$ cat src/rtl/fr_pkg.sv
package fr_pkg;

    typedef enum logic [1:0] {
        OP_ADD  = 2'd0,
        OP_XOR  = 2'd1,
        OP_ROTL = 2'd2,
        OP_LOAD = 2'd3
    } op_e;

endpackage

$ cat src/rtl/fr_parity_gen.sv
module fr_parity_gen #(
    parameter int W   = 64,
    parameter int SEG = 8
) (
    input  logic [W-1:0]     vec,
    output logic [W/SEG-1:0] par
);
    localparam int NSEG = W / SEG;

    // Even parity per segment: parity bit makes segment plus bit even.
    for (genvar g = 0; g < NSEG; g++) begin : g_seg
        assign par[g] = ^vec[g*SEG +: SEG];
    end
endmodule

$ cat src/rtl/fr_lockstep_core.sv
module fr_lockstep_core
    import fr_pkg::*;
#(
    parameter int DATA_W = 64,
    parameter int ADDR_W = 32,
    parameter int LANE_W = 8,
    parameter logic [ADDR_W-1:0] BASE_ADDR = 'h1000
) (
    input  logic              clk,
    input  logic              rst_n,
    input  logic              op_valid,
    input  logic [1:0]        op_code,
    input  logic [DATA_W-1:0] op_operand,
    output logic              core_strobe,
    output logic [ADDR_W-1:0] core_addr,
    output logic [DATA_W-1:0] core_data
);
    localparam int NLANES = DATA_W / LANE_W;
    localparam logic [ADDR_W-1:0] STEP = ADDR_W'(NLANES);

    typedef struct packed {
        logic [DATA_W-1:0] acc;
        logic [ADDR_W-1:0] ptr;
        logic [ADDR_W-1:0] addr;
        logic              strobe;
    } core_st_t;

    core_st_t st_d, st_q;

    always_comb begin
        st_d        = st_q;
        st_d.strobe = 1'b0;
        if (op_valid) begin
            case (op_e'(op_code))
                OP_ADD:  st_d.acc = st_q.acc + op_operand;
                OP_XOR:  st_d.acc = st_q.acc ^ op_operand;
                OP_ROTL: st_d.acc = {st_q.acc[DATA_W-LANE_W-1:0],
                                     st_q.acc[DATA_W-1 -: LANE_W]};
                default: st_d.acc = op_operand;
            endcase
            st_d.addr   = st_q.ptr;
            st_d.ptr    = st_q.ptr + STEP;
            st_d.strobe = 1'b1;
        end
    end

    always_ff @(posedge clk) begin
        if (!rst_n) begin
            st_q.acc    <= '0;
            st_q.ptr    <= BASE_ADDR;
            st_q.addr   <= '0;
            st_q.strobe <= 1'b0;
        end else begin
            st_q <= st_d;
        end
    end

    assign core_strobe = st_q.strobe;
    assign core_addr   = st_q.addr;
    assign core_data   = st_q.acc;
endmodule

$ cat src/rtl/fr_fault_monitor.sv
module fr_fault_monitor #(
    parameter int DATA_W = 64,
    parameter int ADDR_W = 32,
    parameter int LANE_W = 8
) (
    input  logic                     clk,
    input  logic                     rst_n,
    input  logic                     compare_en,
    input  logic                     err_clear,
    input  logic                     own_strobe,
    input  logic [ADDR_W-1:0]        own_addr,
    input  logic [DATA_W-1:0]        own_data,
    input  logic                     obs_strobe,
    input  logic [ADDR_W-1:0]        obs_addr,
    input  logic [DATA_W-1:0]        obs_data,
    input  logic [DATA_W/LANE_W-1:0] obs_dpar,
    input  logic                     obs_apar,
    output logic                     err_cmp,
    output logic [DATA_W/LANE_W:0]   err_lanes
);
    localparam int NLANES = DATA_W / LANE_W;

    typedef struct packed {
        logic              cmp;
        logic [NLANES:0]   lanes;
    } mon_st_t;

    mon_st_t st_d, st_q;

    logic [NLANES-1:0] dpar_calc;
    logic [0:0]        apar_calc;
    logic              mismatch;
    logic [NLANES:0]   lane_bad;

    fr_parity_gen #(.W(DATA_W), .SEG(LANE_W)) u_dchk (
        .vec (obs_data),
        .par (dpar_calc)
    );

    fr_parity_gen #(.W(ADDR_W), .SEG(ADDR_W)) u_achk (
        .vec (obs_addr),
        .par (apar_calc)
    );

    always_comb begin
        mismatch = compare_en &&
                   ((obs_strobe != own_strobe) ||
                    (obs_strobe && ((obs_addr != own_addr) ||
                                    (obs_data != own_data))));
        lane_bad = {apar_calc[0] ^ obs_apar, dpar_calc ^ obs_dpar}
                   & {(NLANES+1){obs_strobe}};

        st_d = err_clear ? '0 : st_q;
        st_d.cmp   = st_d.cmp | mismatch;
        st_d.lanes = st_d.lanes | lane_bad;
    end

    always_ff @(posedge clk) begin
        if (!rst_n) begin
            st_q <= '0;
        end else begin
            st_q <= st_d;
        end
    end

    assign err_cmp   = st_q.cmp;
    assign err_lanes = st_q.lanes;
endmodule

$ cat src/rtl/fr_lockstep_unit.sv
module fr_lockstep_unit #(
    parameter int DATA_W = 64,
    parameter int ADDR_W = 32,
    parameter int LANE_W = 8,
    parameter logic [ADDR_W-1:0] BASE_ADDR = 'h1000
) (
    input  logic                     clk,
    input  logic                     rst_n,
    input  logic                     role_checker,
    input  logic                     op_valid,
    input  logic [1:0]               op_code,
    input  logic [DATA_W-1:0]        op_operand,
    input  logic                     err_clear,
    input  logic                     bus_strobe_in,
    input  logic [ADDR_W-1:0]        bus_addr_in,
    input  logic [DATA_W-1:0]        bus_data_in,
    input  logic [DATA_W/LANE_W-1:0] bus_dpar_in,
    input  logic                     bus_apar_in,
    output logic                     bus_oe,
    output logic                     bus_strobe_out,
    output logic [ADDR_W-1:0]        bus_addr_out,
    output logic [DATA_W-1:0]        bus_data_out,
    output logic [DATA_W/LANE_W-1:0] bus_dpar_out,
    output logic                     bus_apar_out,
    output logic                     err_cmp,
    output logic                     err_par,
    output logic [DATA_W/LANE_W:0]   err_par_lanes
);
    localparam int NLANES = DATA_W / LANE_W;

    logic              core_strobe;
    logic [ADDR_W-1:0] core_addr;
    logic [DATA_W-1:0] core_data;
    logic [NLANES-1:0] core_dpar;
    logic [0:0]        core_apar;

    fr_lockstep_core #(
        .DATA_W(DATA_W), .ADDR_W(ADDR_W), .LANE_W(LANE_W), .BASE_ADDR(BASE_ADDR)
    ) u_core (
        .clk         (clk),
        .rst_n       (rst_n),
        .op_valid    (op_valid),
        .op_code     (op_code),
        .op_operand  (op_operand),
        .core_strobe (core_strobe),
        .core_addr   (core_addr),
        .core_data   (core_data)
    );

    fr_parity_gen #(.W(DATA_W), .SEG(LANE_W)) u_dgen (
        .vec (core_data),
        .par (core_dpar)
    );

    fr_parity_gen #(.W(ADDR_W), .SEG(ADDR_W)) u_agen (
        .vec (core_addr),
        .par (core_apar)
    );

    fr_fault_monitor #(
        .DATA_W(DATA_W), .ADDR_W(ADDR_W), .LANE_W(LANE_W)
    ) u_mon (
        .clk        (clk),
        .rst_n      (rst_n),
        .compare_en (role_checker),
        .err_clear  (err_clear),
        .own_strobe (core_strobe),
        .own_addr   (core_addr),
        .own_data   (core_data),
        .obs_strobe (bus_strobe_in),
        .obs_addr   (bus_addr_in),
        .obs_data   (bus_data_in),
        .obs_dpar   (bus_dpar_in),
        .obs_apar   (bus_apar_in),
        .err_cmp    (err_cmp),
        .err_lanes  (err_par_lanes)
    );

    // Checker role: drivers disabled and outputs parked at zero.
    always_comb begin
        bus_oe = !role_checker;
        if (role_checker) begin
            bus_strobe_out = 1'b0;
            bus_addr_out   = '0;
            bus_data_out   = '0;
            bus_dpar_out   = '0;
            bus_apar_out   = 1'b0;
        end else begin
            bus_strobe_out = core_strobe;
            bus_addr_out   = core_addr;
            bus_data_out   = core_data;
            bus_dpar_out   = core_dpar;
            bus_apar_out   = core_apar[0];
        end
    end

    assign err_par = |err_par_lanes;
endmodule

$ cat config.mk
export PLATFORM = sky130hd
export DESIGN_NAME = fr_lockstep_unit
export DESIGN_NICKNAME = d
export VERILOG_FILES = /design/src/rtl/fr_pkg.sv /design/src/rtl/fr_parity_gen.sv /design/src/rtl/fr_lockstep_core.sv /design/src/rtl/fr_fault_monitor.sv /design/src/rtl/fr_lockstep_unit.sv
export SDC_FILE = /design/constraint.sdc
export NUM_CORES = 1
export LEC_CHECK = 0
export BUFFER_PORTS_ARGS = -buffer_cell sky130_fd_sc_hd__buf_2
export CORE_AREA = 3 3 193 270
export CTS_CLUSTER_DIAMETER = 200
export DETAILED_ROUTE_END_ITERATION = 8
export DIE_AREA = 0 0 196 273
export PLACE_DENSITY = 0.44
export SETUP_SLACK_MARGIN = 0.05
export SLEW_MARGIN = 20
export SYNTH_ARGS = -nofsm -noshare
export SYNTH_HDL_FRONTEND = slang
export SYNTH_HIERARCHICAL = 1
export SYNTH_SLANG_ARGS = --single-unit
export TNS_END_PERCENT = 30
$ cat constraint.sdc
create_clock -name clk -period 4.31 [get_ports clk]
set_input_delay 0.862 -clock clk [delete_from_list [all_inputs] [get_ports clk]]
set_output_delay 0.862 -clock clk [all_outputs]
set_load 0.005 [all_outputs]
==> results by group, run 1 <==
Status
  – Outcome: finished clean

Clock network
  – CTS Buffer Depth: 2
  – Worst-path clk slew: 0.07 ns
  – # clock sinks: 133
  – CTS tree: built
  – Num CTS Buffers: 17
  – CTS H-tree lvls: 4
  – Setup Fix Bufs, Post-CTS: 0
  – Clk_lat worst skew: 0.47 ns
  – CTS root buf: clkbuf_16
  – Cts hold-fix bufs: 0
  – # resized after CTS: 0

Logic synthesis
  – XOR/XNOR Fraction of Synth Area: 0.187
  – Share of the synthesized area in the top cell type: 0.185
  – Cell taking the most area after synthesis: dfxtp_1
  – Synthesized cell area: 14400 µm²
  – Area contributors post-synth: dfxtp_1, xnor2_1, xor2_1
  – Synth Register Bits: 133
  – Most used DFF post-synth: dfxtp_1
  – Simple-Gate Fraction of Synth Area: 0.208
  – Post-synth ARST share: 0
  – EDFF count, synth: 0
  – Post-synthesis cell type count: 80
  – Post-Synth Adder-Cell Area: 0.0571
  – Post-Syn Instances: 1877
  – Yosys warns: 6
  – Post-synthesis mux area share: 0.0653
  – Synthesized area per cell: 7.65 µm²
  – Most common cell in the netlist: xnor2_1
  – Main combinational cell family by area after synthesis: simple AND/OR/NAND/NOR gates
  – Synth Area in Compound Gates: 0.202
  – Seq/Total Area, Yosys: 0.185
  – Most instantiated cells after synthesis: xnor2_1, a21oi_1, nor2b_1

Floorplanning
  – Initial Util: 0.287
  – Chip height: 273 µm
  – Core footprint: 50000 µm²
  – Die Width: 196 µm
  – IO Pins: 295
  – FP Rows: 97
  – DIE AREA: 53500 µm²

GRT
  – GRT Total Usage: 0.251
  – Initial antenna violation count: 13
  – First-pass GRT wire length: 99000 µm
  – Vias in the first global route: 14300
  – Largest net degree at the start of global routing: 66
  – Total grt overflow: 0

Worst setup path
  – Worst-path fanout max: 5
  – Critical Path RT: 4.66 ns
  – Crit path cell chain: buf_2 > ha_1 > o211ai_1 > o21ai_0 > o211ai_1 > a31oi_1 > nor4b_2 > o41a_2 > o21bai_1 > a31oi_1 > mux2i_1
  – CP max stage cell: a31oi_1
  – Worst Path Arrival: 3.87 ns
  – Startpoint types: input pin
  – Critical Path End Type: register
  – Max incr delay on CP: 0.51 ns
  – CP Class: input pin to register

Layout
  – Share of post-route cells with drive strength above 1: 0.208
  – P&R area growth vs syn: 16.3%
  – Fill cell count: 5473
  – Final nets: 2312
  – Finished Layout Cells: 2733
  – Final instance area: 16700 µm²

Detailed routing
  – DR iter-0 viols: 1126
  – Total Routed Length: 70100 µm
  – Final ANT Viol Nets: 0
  – Drt pass-1 iters: 6
  – DR WL/cell: 25.6 µm
  – Routed via count: 14600
  – DRC violations left: 0
  – Vias per inst: 5.34

Placement
  – Port Buffer Count: 291
  – Placed cells: 2694
  – Placed cell area: 16100 µm²
  – Gpl congestion: 0.941
  – Post-DP HPWL: 56000 µm

Pwr
  – Maximum vdd ir drop: 0.000299 V
  – Pleak: 7.44 nW
  – PD cells: 308 nW/µm²

Worst hold path
  – Worst hold path class: register to register

Timing
  – Worst slew pin tran: 0.900 ns
  – Final min period: 3.52 ns
  – Peak Freq: 0.284 GHz
  – Post-Route Skew: 0.0167 ns
  – Slew Limit Fails: 0
  – RSZ-0062 raised after global routing: false
  – Endpoints failing setup: 0
  – Worst rel slew slack: 0.400
  – Final hold violation count: 0
  – Total negative slack: 0 ns
  – Final worst-path cycle share: 0.816

Run
  – Max-cap violations: 0
[layout by cell type, fill, tap and decap left out, types with 10 or more instances in the layout]
master / n
buf_2: 288
xnor2_1: 182
a21oi_1: 150
nor2b_1: 141
dfxtp_1: 133
nor2_1: 124
xor2_1: 124
nand2_1: 119
o21ai_0: 93
mux2i_1: 78
buf_4: 72
ha_1: 64
inv_1: 63
nand3_1: 37
nand4_1: 31
a21o_1: 28
nor4_1: 24
o211ai_1: 24
nor3_1: 19
a31oi_1: 19
o22ai_1: 19
clkbuf_16: 17
and3_1: 17
and2_1: 14
o221ai_1: 12
mux2_2: 12
nand2b_1: 11
or3_1: 11
o21bai_1: 10
o211a_1: 10
[per-stage QoR]
| stage | utilization | power [mW] | hold WS, ns | worst slack, ns |
|---|---|---|---|---|
| global placement | 0.322 | 3.57 | 0.484 | 0.438 |
| detailed placement | 0.322 | 3.57 | 0.493 | 0.430 |
| floorplan | - | 2.82 | 0.452 | 0.987 |
| global route | 0.334 | 5.39 | 0.538 | 0.686 |
| finish | 0.334 | 5.14 | 0.510 | 0.794 |
| CTS | 0.334 | 5.17 | 0.505 | 0.892 |
[metal layers]
metal | vias up | global-route usage | wire [µm]
met4 | 8 | 0.131 | 3830
li1 | 6888 | - | -
met1 | 7024 | 0.297 | 28300
met3 | 129 | 0.0371 | 3360
met2 | 554 | 0.438 | 34600
met5 | - | 0 | 49
[kinds of logic (layout without fill, tap and decap cells)]
family / Yosys count / in the layout
other: 1 / 10
AND/OR/NAND/NOR: 576 / 576
flip-flops: 133 / 133
multiplexers: 91 / 91
XOR/XNOR: 306 / 306
buffers and inverters: 254 / 458
adder cells (fa/ha/maj): 65 / 65
AO/OA/AOI/OAI: 451 / 451
[flip-flops by register name (all words and copies together), names as in the netlist]
signal and cells:
u_core/core_strobe 1, u_mon/err_lanes 9, u_core/st_q 29, u_mon/err_cmp 1, u_core/core_data 64, u_core/core_addr 29
[where the power goes]
part	total (mW)	switching [mW]	internal, mW
combinational	2.15	1.26	0.893
sequential	1.41	0.100	1.31
clock	1.58	0.744	0.832
total	5.14	2.11	3.03
[final timing paths]
kind / from / to / slack, ns / cells after the start
setup / recovery: op_operand[2] / u_core/core_data[63] / 0.79 / 11
setup reg to reg: u_core/core_data[0] / u_core/core_data[56] / 1.02 / 13
hold / removal: u_core/st_q[56] / u_core/st_q[56] / 0.51 / 2
hold reg to reg: u_core/st_q[56] / u_core/st_q[56] / 0.51 / 2
[final cells by class]
| cell class | instances | area (µm²) | area share |
|---|---|---|---|
| multi-input combinational | 1492 | 10300 | 0.620 |
| sequential | 133 | 2660 | 0.159 |
| timing repair buffer | 362 | 2020 | 0.121 |
| tap | 643 | 805 | 0.0482 |
| clock buffer | 17 | 425 | 0.0255 |
| inverter | 64 | 240 | 0.0144 |
| clock inverter | 15 | 184 | 0.0110 |
| antenna | 7 | 17.5 | 0.00105 |
[worst max-delay path, delay by kind of cell]
kind	cells	cell delay [ns]
fa+ha+maj	1	0.37
compound gates	7	2.20
buf+inv	1	0.14
mux	1	0.14
simple gates	1	0.14
Power figures use the tool's default switching activity.
==> run 2, diff against run 1 <==
- clock period: 4.31 -> 3.4 ns (I/O delays scaled with it)
==> results by group, run 2 (synthesis results as in run 1) <==
Detailed routing
  – Final ANT Viol Nets: 0
  – DRC violations left: 0
  – Routed via count: 14900
  – DR WL/cell: 24.8 µm
  – DR iter-0 viols: 1209
  – Drt pass-1 iters: 6
  – Total Routed Length: 70500 µm
  – Vias per inst: 5.25

Timing
  – Worst rel slew slack: 0.395
  – Final min period: 3.16 ns
  – RSZ-0062 raised after global routing: false
  – Final worst-path cycle share: 0.928
  – Hold Slack: 0.518 ns
  – Endpoints failing setup: 0
  – Worst slew pin tran: 0.908 ns
  – Slew Limit Fails: 0
  – Peak Freq: 0.317 GHz
  – Post-Route Skew: 0.0162 ns
  – Final hold violation count: 0
  – Setup ws final: 0.244 ns

Pwr
  – Sw Share: 0.402
  – Clock group share of total power: 0.305
  – Switch Pwr: 2.73 mW
  – Pleak: 7.98 nW
  – Sequential Power Share: 0.256
  – Part of the power in combinational logic: 0.439
  – Maximum vdd ir drop: 0.000355 V
  – PD cells: 388 nW/µm²
  – Cell internal pwr: 4.08 mW
  – Total power: 6.81 mW

Clock network
  – CTS H-tree lvls: 4
  – Worst-path clk slew: 0.08 ns
  – Clk_lat worst skew: 0.47 ns
  – Num CTS Buffers: 17
  – CTS root buf: clkbuf_16
  – # resized after CTS: 0
  – Cts hold-fix bufs: 0
  – CTS Buffer Depth: 2
  – Setup Fix Bufs, Post-CTS: 0
  – CTS tree: built
  – # clock sinks: 133

Layout
  – P&R area growth vs syn: 22.1%
  – Final instance area: 17500 µm²
  – Most frequent cells in the layout: buf_2, xnor2_1, buf_4
  – Most common cell after layout, fill and taps aside: buf_2
  – Final nets: 2420
  – Max reg flops: 64
  – Finished Layout Cells: 2839
  – Share of post-route cells with drive strength above 1: 0.247

Floorplanning
  – Chip height: 273 µm
  – Die Width: 196 µm
  – FP Rows: 97
  – DIE AREA: 53500 µm²
  – Core footprint: 50000 µm²
  – IO Pins: 295
  – Initial Util: 0.287

Worst setup path
  – CP Class: register to register
  – Setup crit end: u_core/core_data[61]
  – FF-to-FF setup slack: 0.24 ns
  – FF-to-FF Start: u_core/core_data[1]
  – Worst Path Arrival: 3.47 ns
  – Worst-path fanout max: 5
  – Crit path from: u_core/core_data[1]
  – Worst reg-to-reg path cell count: 13
  – RR Endpoint: u_core/core_data[61]
  – Critical Path RT: 3.72 ns
  – Max incr delay on CP: 0.41 ns
  – CP max stage cell: dfxtp_1
  – Critical Path End Type: register
  – Crit path cell chain: ha_1 > a211oi_1 > o21ai_0 > o21ai_0 > a21oi_1 > o21ai_0 > buf_4 > a31oi_1 > buf_4 > o31ai_1 > buf_4 > xor2_1 > o221ai_1
  – Startpoint types: register

Placement
  – Port Buffer Count: 291
  – Gpl congestion: 0.975
  – Pre-CTS setup slack: -0.145 ns
  – Placed cell area: 16900 µm²
  – Placed cells: 2802
  – Post-DP HPWL: 57000 µm

GRT
  – Routing usage on met2: 0.463
  – M3 GR Usage: 0.0343
  – Vias in the first global route: 15000
  – Met1 Usage GRT: 0.296
  – First-pass GRT wire length: 101000 µm
  – Largest net degree at the start of global routing: 66
  – GRT Total Usage: 0.254
  – GR peak layer: met2
  – Total grt overflow: 0
  – Initial antenna violation count: 7

Status
  – Outcome: finished clean

Run
  – Max-cap violations: 0

Worst hold path
  – Worst hold path class: register to register
run 2: cell types whose count changed in the layout (fill, tap and decap cells not counted), sizes merged:
cell,change
bufinv,+1
diode,-2
inv,-1
buf,+108
clkinvlp,-1
clkinv,+1
run 2: final cells by class:
| cell class | count | area (µm²) |
|---|---|---|
| diodes | 5 | 12.5 |
| clock buffers | 17 | 425 |
| clock inverters | 15 | 209 |
| fillers | 5413 | 32500 |
| inverters | 64 | 240 |
| multi-input cells | 1492 | 10300 |
| flip-flops and latches | 133 | 2660 |
| well taps | 643 | 805 |
| repair buffers | 470 | 2850 |
run 2: worst min-delay path by stage:
stage	start	to	slack (ns)	cells after the start
3_5_place_dp	u_core/st_q[64]	u_core/st_q[64]	0.50	2
6_report	u_core/st_q[64]	u_core/st_q[64]	0.52	2
4_1_cts	op_operand[34]	u_core/core_data[34]	0.50	3
5_1_grt	op_operand[34]	u_core/core_data[34]	0.53	3
2_1_floorplan	u_core/core_data[34]	u_core/core_data[34]	0.45	2
3_3_place_gp	u_core/st_q[54]	u_core/st_q[54]	0.48	2
run 2: routing by layer:
layer	vias up	part of all wire	routed length (µm)
met2	548	0.51	35900
li1	7091	-	-
met1	7140	0.40	28100
met3	130	0.048	3370
met4	0	0.045	3200
met5	-	0	0
run 2: through the flow:
step	util	TNS (ns)
after floorplan	-	0
after global routing	0.351	0
after detailed placement	0.338	-0.940
final	0.351	0
after CTS	0.351	0
after global placement	0.338	-0.460
run 2: power groups by stage:
stage / Sequential [mW] / Combinational (mW) / Clock (mW)
2_1_floorplan: 1.77 / 1.81 / 0
3_3_place_gp: 1.78 / 2.95 / 0
3_5_place_dp: 1.78 / 2.96 / 0
4_1_cts: 1.74 / 2.97 / 2.13
5_1_grt: 1.75 / 3.21 / 2.19
6_report: 1.74 / 2.99 / 2.08
run 2: worst max-delay path: cells and delay by family, from the launching register on:
family,cells,cell delay (ns)
AOI/OAI and AO/OA,8,1.65
buffers and inverters,3,0.51
DFF,1,0.41
adders and majority gates,1,0.27
xor gates and xnor gates,1,0.16
